<file path="config.mk">
export PLATFORM = sky130hd
export DESIGN_NAME = acc_core
export DESIGN_NICKNAME = d
export VERILOG_FILES = /design/src/rtl/acc_core_pkg.sv /design/src/rtl/acc_core_mem.sv /design/src/rtl/acc_core_alu.sv /design/src/rtl/acc_core_decode.sv /design/src/rtl/acc_core.sv
export SDC_FILE = /design/constraint.sdc
export NUM_CORES = 1
export LEC_CHECK = 0
export CAP_MARGIN = 20
export CELL_PAD_IN_SITES_DETAIL_PLACEMENT = 1
export CELL_PAD_IN_SITES_GLOBAL_PLACEMENT = 2
export CORE_MARGIN = 4
export CORE_UTILIZATION = 47
export DETAILED_ROUTE_END_ITERATION = 8
export DONT_BUFFER_PORTS = 1
export PLACE_DENSITY_LB_ADDON = 0.1
export SYNTH_ARGS = -nofsm -noshare
export SYNTH_HDL_FRONTEND = slang
export SYNTH_SLANG_ARGS = --single-unit
</file>
<file path="constraint.sdc">
create_clock -name clk -period 4.25 [get_ports clk]
set_input_delay 0.85 -clock clk [delete_from_list [all_inputs] [get_ports clk]]
set_output_delay 0.85 -clock clk [all_outputs]
set_load 0.1 [all_outputs]
</file>
<file path="src/rtl/acc_core_pkg.sv">
package acc_core_pkg;

  localparam int OP_W = 4;

  typedef enum logic [OP_W-1:0] {
    OP_NOP = 4'h0,
    OP_LDA = 4'h1,
    OP_ADD = 4'h2,
    OP_SUB = 4'h3,
    OP_STA = 4'h4,
    OP_LDI = 4'h5,
    OP_JMP = 4'h6,
    OP_JC  = 4'h7,
    OP_JZ  = 4'h8,
    OP_OUT = 4'hE,
    OP_HLT = 4'hF
  } opcode_e;

  typedef enum logic {
    PH_FETCH = 1'b0,
    PH_EXEC  = 1'b1
  } phase_e;

  typedef struct packed {
    logic a_from_mem;
    logic a_from_imm;
    logic a_from_alu;
    logic b_load;
    logic flags_upd;
    logic alu_sub;
    logic mem_store;
    logic pc_jump;
    logic out_load;
    logic halt;
  } ctl_t;

  function automatic logic op_is_reserved(input logic [OP_W-1:0] op);
    return (op >= 4'h9) && (op <= 4'hD);
  endfunction

endpackage

</file>
<file path="src/rtl/acc_core_mem.sv">
module acc_core_mem #(
  parameter int DATA_W = 8,
  parameter int ADDR_W = 4
) (
  input  logic              clk,
  input  logic              wr_en,
  input  logic [ADDR_W-1:0] wr_addr,
  input  logic [DATA_W-1:0] wr_data,
  input  logic [ADDR_W-1:0] rd_addr_a,
  output logic [DATA_W-1:0] rd_data_a,
  input  logic [ADDR_W-1:0] rd_addr_b,
  output logic [DATA_W-1:0] rd_data_b
);

  localparam int DEPTH = 1 << ADDR_W;

  // Small distributed-RAM style array: one write port, two asynchronous reads
  logic [DATA_W-1:0] cells [DEPTH];

  always_ff @(posedge clk) begin
    if (wr_en) cells[wr_addr] <= wr_data;
  end

  assign rd_data_a = cells[rd_addr_a];
  assign rd_data_b = cells[rd_addr_b];

endmodule

</file>
<file path="src/rtl/acc_core_alu.sv">
module acc_core_alu #(
  parameter int DATA_W = 8
) (
  input  logic [DATA_W-1:0] lhs,
  input  logic [DATA_W-1:0] rhs,
  input  logic              subtract,
  output logic [DATA_W-1:0] result,
  output logic              carry,
  output logic              zero
);

  logic [DATA_W-1:0] rhs_x;
  logic [DATA_W:0]   sum;

  // One adder: subtraction is lhs + ~rhs + 1, whose carry out means no borrow
  always_comb begin
    rhs_x  = subtract ? ~rhs : rhs;
    sum    = {1'b0, lhs} + {1'b0, rhs_x} + (DATA_W+1)'(subtract);
    result = sum[DATA_W-1:0];
    carry  = sum[DATA_W];
    zero   = (sum[DATA_W-1:0] == '0);
  end

endmodule

</file>
<file path="src/rtl/acc_core_decode.sv">
module acc_core_decode
  import acc_core_pkg::*;
(
  input  logic [OP_W-1:0] op,
  input  logic            carry_flag,
  input  logic            zero_flag,
  output ctl_t            ctl
);

  always_comb begin
    ctl = '0;
    case (opcode_e'(op))
      OP_LDA: ctl.a_from_mem = 1'b1;
      OP_ADD: begin
        ctl.b_load     = 1'b1;
        ctl.a_from_alu = 1'b1;
        ctl.flags_upd  = 1'b1;
      end
      OP_SUB: begin
        ctl.b_load     = 1'b1;
        ctl.a_from_alu = 1'b1;
        ctl.flags_upd  = 1'b1;
        ctl.alu_sub    = 1'b1;
      end
      OP_STA: ctl.mem_store  = 1'b1;
      OP_LDI: ctl.a_from_imm = 1'b1;
      OP_JMP: ctl.pc_jump    = 1'b1;
      OP_JC:  ctl.pc_jump    = carry_flag;
      OP_JZ:  ctl.pc_jump    = zero_flag;
      OP_OUT: ctl.out_load   = 1'b1;
      OP_HLT: ctl.halt       = 1'b1;
      default: ctl = '0;
    endcase
  end

  // at most one source may drive the accumulator in an instruction
  always_comb begin
    p_single_a_source_r4: assert ($onehot0({ctl.a_from_mem, ctl.a_from_imm, ctl.a_from_alu}));
  end

endmodule

</file>
<file path="src/rtl/acc_core.sv">
module acc_core
  import acc_core_pkg::*;
#(
  parameter int DATA_W = 8,
  parameter int ADDR_W = 4
) (
  input  logic              clk,
  input  logic              rst,
  input  logic              run,
  input  logic              load_we,
  input  logic [ADDR_W-1:0] load_addr,
  input  logic [DATA_W-1:0] load_data,
  output logic [DATA_W-1:0] out_q,
  output logic              out_stb,
  output logic              halted,
  output logic              fault
);

  localparam int IMM_PAD = DATA_W - ADDR_W;

  logic [ADDR_W-1:0] pc;
  logic [DATA_W-1:0] ir;
  logic [DATA_W-1:0] acc_a;
  logic [DATA_W-1:0] reg_b;
  logic              cf;
  logic              zf;
  phase_e            phase;

  logic [OP_W-1:0]   ir_op;
  logic [ADDR_W-1:0] ir_arg;
  logic [DATA_W-1:0] fetch_byte;
  logic [DATA_W-1:0] operand;
  logic              fetch_bad;
  logic              active;
  logic              mem_we;
  logic [ADDR_W-1:0] mem_waddr;
  logic [DATA_W-1:0] mem_wdata;
  logic [DATA_W-1:0] alu_res;
  logic              alu_c;
  logic              alu_z;
  ctl_t              ctl;

  assign ir_op     = ir[DATA_W-1 -: OP_W];
  assign ir_arg    = ir[ADDR_W-1:0];
  assign fetch_bad = op_is_reserved(fetch_byte[DATA_W-1 -: OP_W]);
  assign active    = run && !halted && !fault;

  // Storage write: load port in reset, store instruction otherwise
  always_comb begin
    if (rst) begin
      mem_we    = load_we;
      mem_waddr = load_addr;
      mem_wdata = load_data;
    end else begin
      mem_we    = active && (phase == PH_EXEC) && ctl.mem_store;
      mem_waddr = ir_arg;
      mem_wdata = acc_a;
    end
  end

  acc_core_mem #(.DATA_W(DATA_W), .ADDR_W(ADDR_W)) u_mem (
    .clk       (clk),
    .wr_en     (mem_we),
    .wr_addr   (mem_waddr),
    .wr_data   (mem_wdata),
    .rd_addr_a (pc),
    .rd_data_a (fetch_byte),
    .rd_addr_b (ir_arg),
    .rd_data_b (operand)
  );

  acc_core_decode u_dec (
    .op         (ir_op),
    .carry_flag (cf),
    .zero_flag  (zf),
    .ctl        (ctl)
  );

  acc_core_alu #(.DATA_W(DATA_W)) u_alu (
    .lhs      (acc_a),
    .rhs      (operand),
    .subtract (ctl.alu_sub),
    .result   (alu_res),
    .carry    (alu_c),
    .zero     (alu_z)
  );

  always_ff @(posedge clk) begin
    if (rst) begin
      pc      <= '0;
      ir      <= '0;
      acc_a   <= '0;
      reg_b   <= '0;
      cf      <= 1'b0;
      zf      <= 1'b0;
      out_q   <= '0;
      out_stb <= 1'b0;
      halted  <= 1'b0;
      fault   <= 1'b0;
      phase   <= PH_FETCH;
    end else begin
      out_stb <= 1'b0;
      if (active) begin
        if (phase == PH_FETCH) begin
          if (fetch_bad) begin
            fault <= 1'b1;
          end else begin
            ir    <= fetch_byte;
            pc    <= pc + 1'b1;
            phase <= PH_EXEC;
          end
        end else begin
          phase <= PH_FETCH;
          if (ctl.b_load) reg_b <= operand;
          if (ctl.a_from_mem)      acc_a <= operand;
          else if (ctl.a_from_imm) acc_a <= {{IMM_PAD{1'b0}}, ir_arg};
          else if (ctl.a_from_alu) acc_a <= alu_res;
          if (ctl.flags_upd) begin
            cf <= alu_c;
            zf <= alu_z;
          end
          if (ctl.pc_jump) pc <= ir_arg;
          if (ctl.out_load) begin
            out_q   <= acc_a;
            out_stb <= 1'b1;
          end
          if (ctl.halt) halted <= 1'b1;
        end
      end
    end
  end

  // a reset cycle leaves the architectural state cleared
  p_reset_clears_r1: assert property (@(posedge clk)
    rst |=> (pc == '0 && acc_a == '0 && reg_b == '0 && !cf && !zf &&
             !halted && !fault && !out_stb && out_q == '0));

  // a good fetch advances the counter by one and enters execute
  p_pc_step_r3: assert property (@(posedge clk) disable iff (rst)
    (active && phase == PH_FETCH && !fetch_bad) |=>
      (pc == $past(pc) + 1'b1) && (phase == PH_EXEC));

  // each strobe presents the accumulator
  p_out_shows_a_r4: assert property (@(posedge clk) disable iff (rst)
    out_stb |-> (out_q == acc_a));

  // a stopped core changes nothing
  p_frozen_after_stop_r9: assert property (@(posedge clk) disable iff (rst)
    (halted || fault) |=> ($stable(pc) && $stable(acc_a) && $stable(out_q) && !out_stb));

  // reserved fetch traps without advancing, and the trap is sticky
  p_reserved_traps_r10: assert property (@(posedge clk) disable iff (rst)
    (active && phase == PH_FETCH && fetch_bad) |=> (fault && $stable(pc)));
  p_fault_sticky_r10: assert property (@(posedge clk) disable iff (rst)
    fault |=> fault);

  // with run low the state holds
  p_pause_holds_r11: assert property (@(posedge clk) disable iff (rst)
    !run |=> ($stable(pc) && $stable(acc_a) && $stable(reg_b) && $stable(phase)));

endmodule

</file>
==> results of run 1 <==
-- power by group through the flow --
stage	registers, uW	logic (uW)	clock network, uW
2_1_floorplan	1900	671	0
3_5_place_dp	1980	807	0
3_3_place_gp	1980	791	0
5_1_grt	1950	879	1630
6_report	1940	809	1520
4_1_cts	1940	813	1560
-- worst reg2reg max path, stage by stage (launching register included) --
cell	delay, ps
dfxtp_1	320
buf_4	280
buf_4	350
mux4_2	380
mux4_2	520
xor2_1	180
ha_1	370
inv_1	100
nor2_1	180
o21ai_0	100
nand2b_1	150
a211oi_1	70
a211oi_1	250
nand3_1	110
a311oi_1	260
-- per-stage QoR --
step / cells / hold WS [ps] / area (um2)
6_report: 815 / 485 / 9330
5_1_grt: 815 / 471 / 9330
4_1_cts: 815 / 467 / 9330
3_5_place_dp: 783 / 507 / 8750
3_3_place_gp: 783 / 500 / 8750
2_1_floorplan: 561 / 450 / 8380
-- Yosys cell counts, types with 2 or more instances --
master	number	area, um2
nor2_1	63	236
buf_6	2	22.5
mux4_2	64	1440
o32ai_1	2	17.5
and2_1	8	50.1
nand2_1	26	97.6
o21bai_1	3	22.5
a22oi_1	8	60.1
a211oi_1	7	52.6
mux4_1	10	263
mux2_2	10	113
a2bb2oi_1	2	17.5
nor3_1	6	30.0
mux2i_1	29	290
edfxtp_1	128	3840
ha_1	9	113
buf_2	13	65.1
a31oi_1	4	25.0
nor2b_1	6	37.5
nor3b_1	5	37.5
xnor2_1	4	35.0
nand4_1	2	12.5
a21oi_1	17	85.1
nor4_1	3	18.8
dfxtp_1	42	841
nand3_2	2	20.0
xor2_1	9	78.8
and3_1	2	12.5
nand2b_1	3	18.8
buf_1	6	22.5
o21ai_0	13	65.1
clkbuf_1	14	52.6
nand3_1	7	35.0
inv_1	12	45.0
-- sequential cells by signal, indices dropped and copies added (netlist names), named ones only --
register	count
zf	1
fault	1
out_stb	1
out_q	8
ir	8
halted	1
pc	4
phase	1
u_mem.cells	128
cf	1
acc_a	8
-- worst max path at each step --
stage                to  slack [ps]      start  cells past startpoint
2_1_floorplan  acc_a[7]         350  flip-flop                     16
3_3_place_gp         zf         480  flip-flop                     12
3_5_place_dp         zf         380  flip-flop                     12
4_1_cts        acc_a[7]         350  flip-flop                     13
5_1_grt        acc_a[7]         150  flip-flop                     13
6_report       acc_a[7]         520  flip-flop                     14
-- final cells by class --
type | instances | area [um2]
clock buffers | 17 | 425
fillers | 1661 | 8030
well taps | 225 | 282
repair buffers | 33 | 260
clock inverters | 15 | 148
multi-input cells | 343 | 3480
flip-flops and latches | 170 | 4690
inverters | 12 | 45.0
-- kinds of logic (layout without fill, tap and decap cells) --
| group | Yosys count | in the layout | share of synthesized area (%) |
|---|---|---|---|
| flops | 170 | 170 | 55.9 |
| simple gates | 141 | 141 | 8.12 |
| mux | 113 | 113 | 25.1 |
| compound gates | 66 | 66 | 5.18 |
| buf+inv | 48 | 77 | 2.72 |
| xor+xnor | 13 | 13 | 1.36 |
| fa+ha+maj | 10 | 10 | 1.58 |
-- layer usage --
metal	GRT usage, %	wire (um)
met1	32.1	9370
met2	36.8	10700
met3	5.43	1590
met4	5.15	293
met5	0	0
==> metrics, run 1 <==
Sw Share=27.7%; Worst R2R Path Depth=14; critical path fanouts, max=18; routed len/inst=approximately 27 um; vias=around 5100; worst slack at placement=about 380 ps; final hold vios=0; PostCTS Resize Cnt=0; Tcrit/Tclk final=between 80% and 90%; Seq cells post-synth=170; core area=roughly 17000 um2; crit path DAT=around 4100 ps; drt drc=0; Synth cell types=between 50 and 60; Slew Limit Headroom=a little over a third; CP max stage cell=mux4_2; worst hold stages=1; share of power burned in registers=45.4%; clk root buf=clkbuf_16; Clk pwr share=approximately 36%; P_sw=1180 uW; Clock Path Buffers=2; die width=142 um; worst min-delay path class=in2reg; leakage power=between 0.003 and 0.004 uW; layout cells sized above 1=24.6%; crit end category=flip-flop; CTS sink cnt=between 150 and 200; GR Util All Layers=between 20% and 30%; final wirelength=approximately 22000 um; Avg Cell Area, Syn=about 15 um2; die area=20000 um2; Hold Path Sink=out_q[1]; Ys Warns=0; CP Launch Type=flip-flop; Num CTS Buffers=17; family with the most delay on the worst path=multiplexers; CP Class=reg2reg; ys async rst share=0%; net count after synthesis=between 500 and 600; TritonCTS clock tree=done; clock latency on the worst-skew pair=about 430 ps; status=completed; GP Congestion=approximately 0.86; number of setup buffers added after CTS=0; PortBufs=0; DRT iter0 DRCs=just over 400; HPWL after detailed placement=15600 um; pwr dens=458 nW/um2; Final Setup Violations=0; initial antenna violation count=0; internal power=approximately 3100 uW; post-route setup TNS=0 ps; Gate Count Post-Synth=about 560; hold_sp=rst; final core utilization=between 50% and 60%; setup slack, reg-to-reg=roughly 520 ps; worst setup margin=slightly above 500 ps; fin nets=603; Initial Utilization=between 40% and 50%; Final ANT Viol Nets=0; vias in the first global route=around 5300; capture point of the worst reg-to-reg path=acc_a[7]; maxcap violations=0; number of synthesized flops with an enable pin=around 130; RSZ-0062 raised after global routing=no; Max VDD drop=between 0.2 and 0.3 mV; most frequent cells in the layout=edfxtp_1 (128), mux4_2 (64), nor2_1 (63), dfxtp_1 (40), buf_4 (32); maximum clock frequency=approximately 0.27 GHz; Pins Over Slew Limit=0; # IOs=27; first-pass GRT wire length=~34000 um; total grt overflow=0; Power, Total=about 4300 uW; skew final=12.6 ps; drt first pass iters=5; Max stage delay on crit path=roughly 520 ps; Synth Cell Area=roughly 8400 um2; Seq/Total Area, Yosys=a little under three fifths; min Tclk post-route=3730 ps; area delta synth->final=11.3%; Least-Margin Pin Slew=just under 1000 ps; die height=between 100 and 150 um; ANT cells=0; top_reg_cell synth=edfxtp_1; Buf/Inv on CP=3; vias per cell=approximately 6.2; Combinational Power Share=between 10% and 20%; Critical Path RT=roughly 4600 ps; Clk pin slew, worst setup/hold paths=approximately 70 ps; H-tree depth=4; Hold-fix buffers, CTS=0; row count=between 40 and 50; largest net degree at the start of global routing=63; most common cell after layout, fill and taps aside=edfxtp_1; CP Cell Sequence=buf_4, buf_4, mux4_2, mux4_2, xor2_1, ha_1, inv_1, nor2_1, o21ai_0, nand2b_1, a211oi_1, a211oi_1, nand3_1, a311oi_1
(Power assumes the default switching activity.)
==> run 2, diff against run 1 <==
--- a/config.mk
+++ b/config.mk
@@ -13,6 +13,7 @@
 export DETAILED_ROUTE_END_ITERATION = 8
 export DONT_BUFFER_PORTS = 1
 export PLACE_DENSITY_LB_ADDON = 0.1
+export REMOVE_ABC_BUFFERS = 1
 export SYNTH_ARGS = -nofsm -noshare
 export SYNTH_HDL_FRONTEND = slang
 export SYNTH_SLANG_ARGS = --single-unit
==> run 2 against run 1 <==
  * Highest routed layer unchanged
  * Die area unchanged
  * Non-clock buffer count is the same
  * Global-route usage fell by 0.50 points
  * Worst hold slack gained 12 ps
  * Sequential share of layout area hardly changed
  * Critical path type unchanged
==> metrics, run 2 (synthesis gave the netlist of run 1 again) <==
status=completed; number of setup buffers added after CTS=0; multi-input logic area=3480 um2; ANT cells=0; CTS sink cnt=170; drt drc=0; area delta synth->final=11.4%; CP Class=reg2reg; Final ANT Viol Nets=0; layout cells sized above 1=25.4%; most common cell after layout, fill and taps aside=edfxtp_1; maximum clock frequency=around 0.26 GHz; vias=between 5000 and 6000; HPWL after detailed placement=about 15000 um; Reg with most FFs=u_mem.cells; row count=48; Least-Margin Pin Slew=around 1000 ps; pwr dens=458 nW/um2; drt first pass iters=5; crit end category=flip-flop; die height=142 um; Num CTS Buffers=17; RSZ-0062 raised after global routing=no; Critical Path RT=approximately 4600 ps; vias in the first global route=around 5200; first-pass GRT wire length=around 33000 um; leakage power=0.00312 uW; Initial Utilization=roughly 48%; clk root buf=clkbuf_16; initial antenna violation count=0; maxcap violations=0; fin nets=around 600; fill cell count=between 1500 and 2000; GP Congestion=~0.80; min Tclk post-route=3880 ps; core area=approximately 17000 um2; crit path DAT=between 4000 and 5000 ps; TritonCTS clock tree=done; Final Setup Violations=0; critical path fanouts, max=17; CP Launch Type=flip-flop; most frequent cells in the layout=edfxtp_1 (128), mux4_2 (64), nor2_1 (63), dfxtp_1 (39), buf_4 (32); total grt overflow=0; max reg flops=roughly 130; sequential cell area=around 4700 um2; Clock Path Buffers=2; PortBufs=0; largest net degree at the start of global routing=63; Tcrit/Tclk final=91.3%; GR Util All Layers=approximately 22%; routed len/inst=between 20 and 30 um; Power, Total=4280 uW; Pins Over Slew Limit=0; worst min-delay path class=in2reg; final core utilization=about 54%; vias per cell=between 6 and 7; die area=between 20000 and 25000 um2; H-tree depth=4; hold_sp=rst; Clk pin slew, worst setup/hold paths=around 70 ps; Max VDD drop=~0.29 mV; # IOs=27; skew final=just under 10 ps; DRT iter0 DRCs=385; die width=around 140 um; Slew Limit Headroom=about a third; final hold vios=0; final wirelength=21700 um; clock latency on the worst-skew pair=around 430 ps
==> run 2: changes by cell type in the layout (fill, tap and decap cells not counted), sizes merged <==
cell      change
bufinv        -1
inv           +4
clkinv        -5
clkinvlp      +2
==> run 2: final timing paths <==
| check | depth (start not counted) | slack [ps] | endpoint |
|---|---|---|---|
| worst max-delay path | 13 | 370 | acc_a[7] |
| worst max register to register | 13 | 370 | acc_a[7] |
| worst min-delay path | 1 | 500 | out_q[5] |
| worst min register to register | 2 | 520 | zf |
==> run 2: worst max-delay path: stages (launching register included) <==
cell      delay (ps)
dfxtp_4          490
buf_6            270
mux4_2           540
mux4_2           530
xor2_1           190
ha_1             370
inv_1            110
nor2_1           200
o21ai_0          130
nand2b_1         170
a211oi_1          70
a211oi_1         260
nand3_1          130
a311oi_1         290
==> run 2: stage by stage <==
step                instances  setup slack [ps]  TNS (ps)  hold WS (ps)  cell area (um2)
floorplan                 525              -246      -558           450             8200
global placement          783               403         0           502             8740
detailed placement        783               230         0           511             8740
CTS                       815               139         0           475             9330
global route              815               108         0           474             9340
finish                    815               369         0           496             9340
==> run 2: timing repair <==
item	CTS	global route
resized for setup	0	3
setup endpoints to repair	0	2
hold buffers	0	0
==> run 2: area by class of cell <==
type                    instances  share of cell area (%)
repair buffers                 33                    2.69
well taps                     225                    3.02
clock inverters                15                    1.73
inverters                      12                   0.482
clock buffers                  17                    4.56
flip-flops and latches        170                    50.2
multi-input cells             343                    37.3
==> run 2: report_power, final <==
group,internal (uW),switching (uW)
combinational,398,413
sequential,1830,99.8
clock,833,702
total,3060,1210
==> run 2: per-layer routing <==
| layer | part of all wire [%] | vias up | wire length (um) | track usage (%) |
|---|---|---|---|---|
| met4 | 0.91 | 0 | 197 | 4.80 |
| li1 | - | 2250 | - | - |
| met5 | 0 | - | 0 | 0 |
| met3 | 5.8 | 19 | 1250 | 4.04 |
| met2 | 51 | 168 | 11000 | 37.3 |
| met1 | 43 | 2696 | 9220 | 31.3 |
